==> src/rtl/tdc_comb_pkg.sv <==
package tdc_comb_pkg;

    typedef enum logic [1:0] {
        ST_IDLE = 2'd0,
        ST_RUN  = 2'd1,
        ST_EMIT = 2'd2
    } comb_state_e;

endpackage

==> src/rtl/tdc_edge_sync.sv <==
module tdc_edge_sync #(
    parameter int STAGES = 2
) (
    input  logic clk,
    input  logic rst_n,
    input  logic evt_i,
    output logic rise_o
);

    // pipe_q[STAGES-1] is the synchronized level; pipe_q[STAGES] is its previous value
    logic [STAGES:0] pipe_q;

    always_ff @(posedge clk or negedge rst_n) begin
        if (!rst_n) begin
            pipe_q <= '0;
        end else begin
            pipe_q <= {pipe_q[STAGES-1:0], evt_i};
        end
    end

    assign rise_o = pipe_q[STAGES-1] & ~pipe_q[STAGES];

endmodule

==> src/rtl/tdc_coarse_ctr.sv <==
module tdc_coarse_ctr #(
    parameter int CW = 12
) (
    input  logic          clk,
    input  logic          rst_n,
    input  logic          clear_i,
    input  logic          adv_i,
    output logic [CW-1:0] cnt_o
);

    localparam logic [CW-1:0] CNT_TOP = '1;

    always_ff @(posedge clk or negedge rst_n) begin
        if (!rst_n) begin
            cnt_o <= '0;
        end else if (clear_i) begin
            cnt_o <= CW'(1);
        end else if (adv_i && (cnt_o != CNT_TOP)) begin
            cnt_o <= cnt_o + CW'(1);
        end
    end


    cnt_sat_chk: assert property (@(posedge clk) disable iff (!rst_n)
        (adv_i && !clear_i && cnt_o == CNT_TOP) |=> (cnt_o == CNT_TOP));


    cnt_restart_chk: assert property (@(posedge clk) disable iff (!rst_n)
        clear_i |=> (cnt_o == CW'(1)));

endmodule

==> src/rtl/tdc_interval_arith.sv <==
module tdc_interval_arith #(
    parameter int PHASES = 16,
    parameter int FW     = 4,
    parameter int CW     = 12,
    parameter int OW     = 17
) (
    input  logic          clk,
    input  logic          rst_n,
    input  logic          start_ld_i,
    input  logic [FW-1:0] start_code_i,
    input  logic          stop_ld_i,
    input  logic [FW-1:0] stop_code_i,
    input  logic [CW-1:0] coarse_i,
    output logic [OW-1:0] interval_o
);

    logic [FW-1:0] start_res_q;
    logic [OW-1:0] scaled;
    logic [OW-1:0] total;

    always_ff @(posedge clk or negedge rst_n) begin
        if (!rst_n) begin
            start_res_q <= '0;
        end else if (start_ld_i) begin
            start_res_q <= start_code_i;
        end
    end

    always_comb begin
        scaled = OW'(coarse_i) * OW'(PHASES);
        total  = scaled + OW'(start_res_q) - OW'(stop_code_i);
    end

    always_ff @(posedge clk or negedge rst_n) begin
        if (!rst_n) begin
            interval_o <= '0;
        end else if (stop_ld_i) begin
            interval_o <= total;
        end
    end


    sign_clear_chk: assert property (@(posedge clk) disable iff (!rst_n)
        stop_ld_i |=> !interval_o[OW-1]);


    interval_floor_chk: assert property (@(posedge clk) disable iff (!rst_n)
        (stop_ld_i && coarse_i != '0) |=> (interval_o != '0));

endmodule

==> src/rtl/tdc_interval_combiner.sv <==
module tdc_interval_combiner
    import tdc_comb_pkg::*;
#(
    parameter int  PHASES      = 16,
    parameter int  COARSE_W    = 12,
    parameter int  SYNC_STAGES = 2,
    localparam int FINE_W      = (PHASES > 1) ? $clog2(PHASES) : 1,
    localparam int OUT_W       = COARSE_W + FINE_W + 1
) (
    input  logic              clk,
    input  logic              rst_n,
    input  logic              start_evt_i,
    input  logic              stop_evt_i,
    input  logic [FINE_W-1:0] start_code_i,
    input  logic [FINE_W-1:0] stop_code_i,
    output logic [OUT_W-1:0]  interval_o,
    output logic              interval_vld_o
);

    comb_state_e         state_q;
    comb_state_e         state_d;
    logic                start_rise;
    logic                stop_rise;
    logic                arm;
    logic                finish;
    logic                cnt_adv;
    logic [COARSE_W-1:0] coarse_cnt;

    tdc_edge_sync #(.STAGES(SYNC_STAGES)) u_start_sync (
        .clk    (clk),
        .rst_n  (rst_n),
        .evt_i  (start_evt_i),
        .rise_o (start_rise)
    );

    tdc_edge_sync #(.STAGES(SYNC_STAGES)) u_stop_sync (
        .clk    (clk),
        .rst_n  (rst_n),
        .evt_i  (stop_evt_i),
        .rise_o (stop_rise)
    );

    // state register
    always_ff @(posedge clk or negedge rst_n) begin
        if (!rst_n) begin
            state_q <= ST_IDLE;
        end else begin
            state_q <= state_d;
        end
    end

    // next-state logic
    always_comb begin
        state_d = state_q;
        unique case (state_q)
            ST_IDLE: if (start_rise) state_d = ST_RUN;
            ST_RUN:  if (stop_rise)  state_d = ST_EMIT;
            ST_EMIT: state_d = ST_IDLE;
            default: state_d = ST_IDLE;
        endcase
    end

    // outputs and datapath controls
    always_comb begin
        arm            = (state_q == ST_IDLE) && start_rise;
        finish         = (state_q == ST_RUN) && stop_rise;
        cnt_adv        = (state_q == ST_RUN) && !stop_rise;
        interval_vld_o = (state_q == ST_EMIT);
    end

    tdc_coarse_ctr #(.CW(COARSE_W)) u_coarse (
        .clk     (clk),
        .rst_n   (rst_n),
        .clear_i (arm),
        .adv_i   (cnt_adv),
        .cnt_o   (coarse_cnt)
    );

    tdc_interval_arith #(
        .PHASES (PHASES),
        .FW     (FINE_W),
        .CW     (COARSE_W),
        .OW     (OUT_W)
    ) u_arith (
        .clk          (clk),
        .rst_n        (rst_n),
        .start_ld_i   (arm),
        .start_code_i (start_code_i),
        .stop_ld_i    (finish),
        .stop_code_i  (stop_code_i),
        .coarse_i     (coarse_cnt),
        .interval_o   (interval_o)
    );


    idle_hold_chk: assert property (@(posedge clk) disable iff (!rst_n)
        (state_q == ST_IDLE && !start_rise) |=> (state_q == ST_IDLE));


    run_hold_chk: assert property (@(posedge clk) disable iff (!rst_n)
        (state_q == ST_RUN && !stop_rise) |=> (state_q == ST_RUN));


    vld_single_chk: assert property (@(posedge clk) disable iff (!rst_n)
        interval_vld_o |=> !interval_vld_o);


    emit_release_chk: assert property (@(posedge clk) disable iff (!rst_n)
        (state_q == ST_EMIT) |=> (state_q == ST_IDLE));

endmodule

==> config.mk <==
export PLATFORM = sky130hd
export DESIGN_NAME = tdc_interval_combiner
export DESIGN_NICKNAME = d
export VERILOG_FILES = /design/src/rtl/tdc_comb_pkg.sv /design/src/rtl/tdc_edge_sync.sv /design/src/rtl/tdc_coarse_ctr.sv /design/src/rtl/tdc_interval_arith.sv /design/src/rtl/tdc_interval_combiner.sv
export SDC_FILE = /design/constraint.sdc
export NUM_CORES = 1
export LEC_CHECK = 0
export BUFFER_PORTS_ARGS = -buffer_cell sky130_fd_sc_hd__buf_2
export CAP_MARGIN = 20
export CELL_PAD_IN_SITES_DETAIL_PLACEMENT = 2
export CELL_PAD_IN_SITES_GLOBAL_PLACEMENT = 2
export CORE_MARGIN = 5
export CORE_UTILIZATION = 33
export CTS_BUF_LIST = sky130_fd_sc_hd__clkbuf_2
export CTS_CLUSTER_SIZE = 12
export DETAILED_ROUTE_END_ITERATION = 7
export PLACE_DENSITY = 0.8
export SETUP_SLACK_MARGIN = 0.1
export SLEW_MARGIN = 30
export SYNTH_ARGS = -nofsm -noshare
export SYNTH_HDL_FRONTEND = slang
export SYNTH_SLANG_ARGS = --single-unit
export TNS_END_PERCENT = 50
==> constraint.sdc <==
create_clock -name clk -period 1.77 [get_ports clk]
set_input_delay 0.2655 -clock clk [delete_from_list [all_inputs] [get_ports clk]]
set_output_delay 0.2655 -clock clk [all_outputs]
set_load 0.1 [all_outputs]
==> run metrics <==
status=complete, but fails checks; share of cells above drive strength 1=0.4776; Worst-Skew Late Latency=0.47 ns; Slew @ Worst Pin=around 0.54 ns; P per Cell Area=1669 nW/µm²; ranking of synthesized cells by area=dfrtp_1 46%, nand2_1 5.4%, ha_1 3.9%, nand3_1 2.7%, o31ai_1 2.7%; syn nets=257; Reg area=1027 µm²; Clock Skews=0.05081 ns; Die Width=92.06 µm; worst hold start=start_code_i[3]; Tmin final=2.047 ns; pre-CTS WS=-0.4589 ns; antenna viol nets, final=0; hold_ws=0.01084 ns; FILL cells=713; Final Hold Fails=0; TritonCTS Buffers=5; clock-pin slew on the worst setup and hold paths=around 0.26 ns; Mapped Cells=approximately 240; Leakage=1.551 nW; FFs w/ async S/R, synth=1.000; Ports=30; die area=8475 µm²; core area=6681 µm²; Initial Util=0.3326; worst r2r src=u_arith.start_res_q[0]; Setup WS post-layout=-0.2765 ns; Max FO, Critical Path=7; initial antenna violation count=1; GR Util All Layers=0.2509; I/O Buffers=29; Max Root-Sink Buffers=2; placed cell areas=2833 µm²; hold depth=3; Die Span Y=92.06 µm; critical path endpoint category=register; GRT Residual Overflow=0; Hold Path Sink=u_arith.start_res_q[3]; drt drc=0; first-pass GRT wire length=16040 µm; Synth Cell Area=2222 µm²; Vias=2474; failing checks=negative setup slack; switching share of power=0.5714; Hold Crit Class=in2reg; vias per inst=approximately 5.9; # nets final=355; Post-synth EDFFs=0; CP Data Arrival Time=2.41 ns; combinational power share=0.674; post-synth top area share=0.4617; area delta synth->final=53.60%; root buffer cell=clkbuf_2; YS warnings=0; fmax=488.6 MHz; max-slew violations=0; Setup violations, final=18; R2R depth=8; reg-to-reg setup timing slack=-0.28 ns; CTS tree=built; Int Pwr=approximately 2.4 mW; Finished Core Util=0.5109; DR pass1 iterations=4; num rows=30; Worst slew margin=0.6368; Total Routed Length=11740 µm; kind of critical path=reg2reg; WP data required=2.13 ns; 1st-iter DRT viols=99; global placement routability congestion=0.8444; flops & latches, synth=41; number of global-route vias before repair=2724; Max IR drop VDD=0.5627 mV; Top FF cell, synth=dfrtp_1; Seq/Total Area, Yosys=0.4617; footprint of the multi-input gates=1441 µm²; Psw=3.254 mW; Startpoint Class=register; Tcrit/Tclk final=1.156; largest net degree at the start of global routing=29; most frequent cells in the layout=63 x buf_4, 40 x dfrtp_1, 32 x nand2_1, 29 x buf_2, 14 x nor2_1; clock share of power=0.078; Post-Syn Area per Cell=roughly 9.4 µm²; clk sink count=41; Synth area leader=dfrtp_1; R2R Path End=u_arith.interval_o[6]; H-tree depth reported by CTS=2; Sequential Power Share=0.248; fin area=between 3000 and 4000 µm²; most common cell after layout, fill and taps aside=buf_4; Max Cap Viol=0; DPL Wire Length=5813 µm; count of different cell masters after synthesis=48; drt wl/cell=between 20 and 30 µm; unrepaired setup endpoints after global routing=yes
## timing repair
action	in CTS	in global routing
gates resized for setup	35	31
hold endpoints to repair	15	1
setup endpoints to repair	25	28
buffers inserted	10	9
pin swaps	19	23
hold buffers	3	1
cloned	1	0
## per-layer routing
| metal | global-route usage | share of wire |
|---|---|---|
| met5 | 0 | 0 |
| met2 | 0.4532 | 0.52 |
| met4 | 0.1002 | 0.034 |
| met3 | 0.04922 | 0.046 |
| met1 | 0.2887 | 0.40 |
## registers in the layout, summed over array words and instances (netlist names)
signal / count
state_q: 2
u_arith.interval_o: 17
u_stop_sync.pipe_q: 3
u_start_sync.pipe_q: 3
u_arith.start_res_q: 4
u_coarse.cnt_o: 12
## through the flow
stage | setup TNS [ns] | power (mW) | cells
2_1_floorplan | -0.02784 | 3.466 | 237
3_3_place_gp | -1.138 | 4.257 | 384
3_5_place_dp | -2.611 | 4.402 | 384
4_1_cts | -0.2263 | 5.125 | 405
5_1_grt | -3.537 | 5.886 | 416
6_report | -2.815 | 5.695 | 416
## power by group through the flow
stage                     Combinational [mW]  Sequential [mW]  Clock, mW
final                                   3.84             1.41      0.444
after global routing                    3.96             1.44      0.489
after CTS                               3.34             1.36      0.425
after detailed placement                3.03             1.37          0
after global placement                  2.91             1.35          0
after floorplan                        0.819             2.65          0
## layout make-up
class / instances / share of cell area
flip-flops and latches: 41 / 0.3010
diodes: 1 / 0.0007331
well taps: 80 / 0.02933
repair buffers: 103 / 0.2236
multi-input cells: 172 / 0.4223
clock inverters: 1 / 0.001100
inverters: 12 / 0.01320
clock buffers: 6 / 0.008798
## cells by family after synthesis
family                   count (synthesis)  share of synthesized area
AND/OR/NAND/NOR                        112                     0.2798
adder cells (fa/ha/maj)                  8                    0.04842
multiplexers                             1                   0.004505
buffers and inverters                   24                    0.04223
flip-flops                              41                     0.4617
AO/OA/AOI/OAI                           50                     0.1593
XOR/XNOR                                 1                   0.003942
## worst max-delay path: stages (launching register included)
cell and delay [ns]:
dfrtp_1 0.46, inv_2 0.09, ha_4 0.16, fa_2 0.26, nor2b_4 0.08, buf_12 0.13
o31ai_4 0.36, nand3_1 0.17, a31oi_1 0.21
## cells in the mapped netlist (3+ instances only)
master	n
or4_1	5
o31ai_1	8
nor2b_1	4
o21a_1	4
o311ai_0	4
nor4_1	4
inv_1	12
or3_1	5
ha_1	7
nand3_1	12
nand4_1	6
nand2_1	32
nor2_1	14
a21oi_1	7
nand4b_1	3
clkbuf_1	5
dfrtp_1	41
o21ai_0	9
buf_1	4
a31oi_1	4
nor3_1	8
## worst max-delay path by stage
| stage | start | to |
|---|---|---|
| global placement | u_arith.start_res_q[0] | u_arith.interval_o[12] |
| finish | u_arith.start_res_q[0] | u_arith.interval_o[6] |
| floorplan | u_coarse.cnt_o[5] | u_arith.interval_o[15] |
| CTS | u_arith.start_res_q[0] | u_arith.interval_o[8] |
| global route | u_arith.start_res_q[0] | u_arith.interval_o[6] |
| detailed placement | u_arith.start_res_q[0] | u_arith.interval_o[12] |
(Power assumes the default switching activity.)
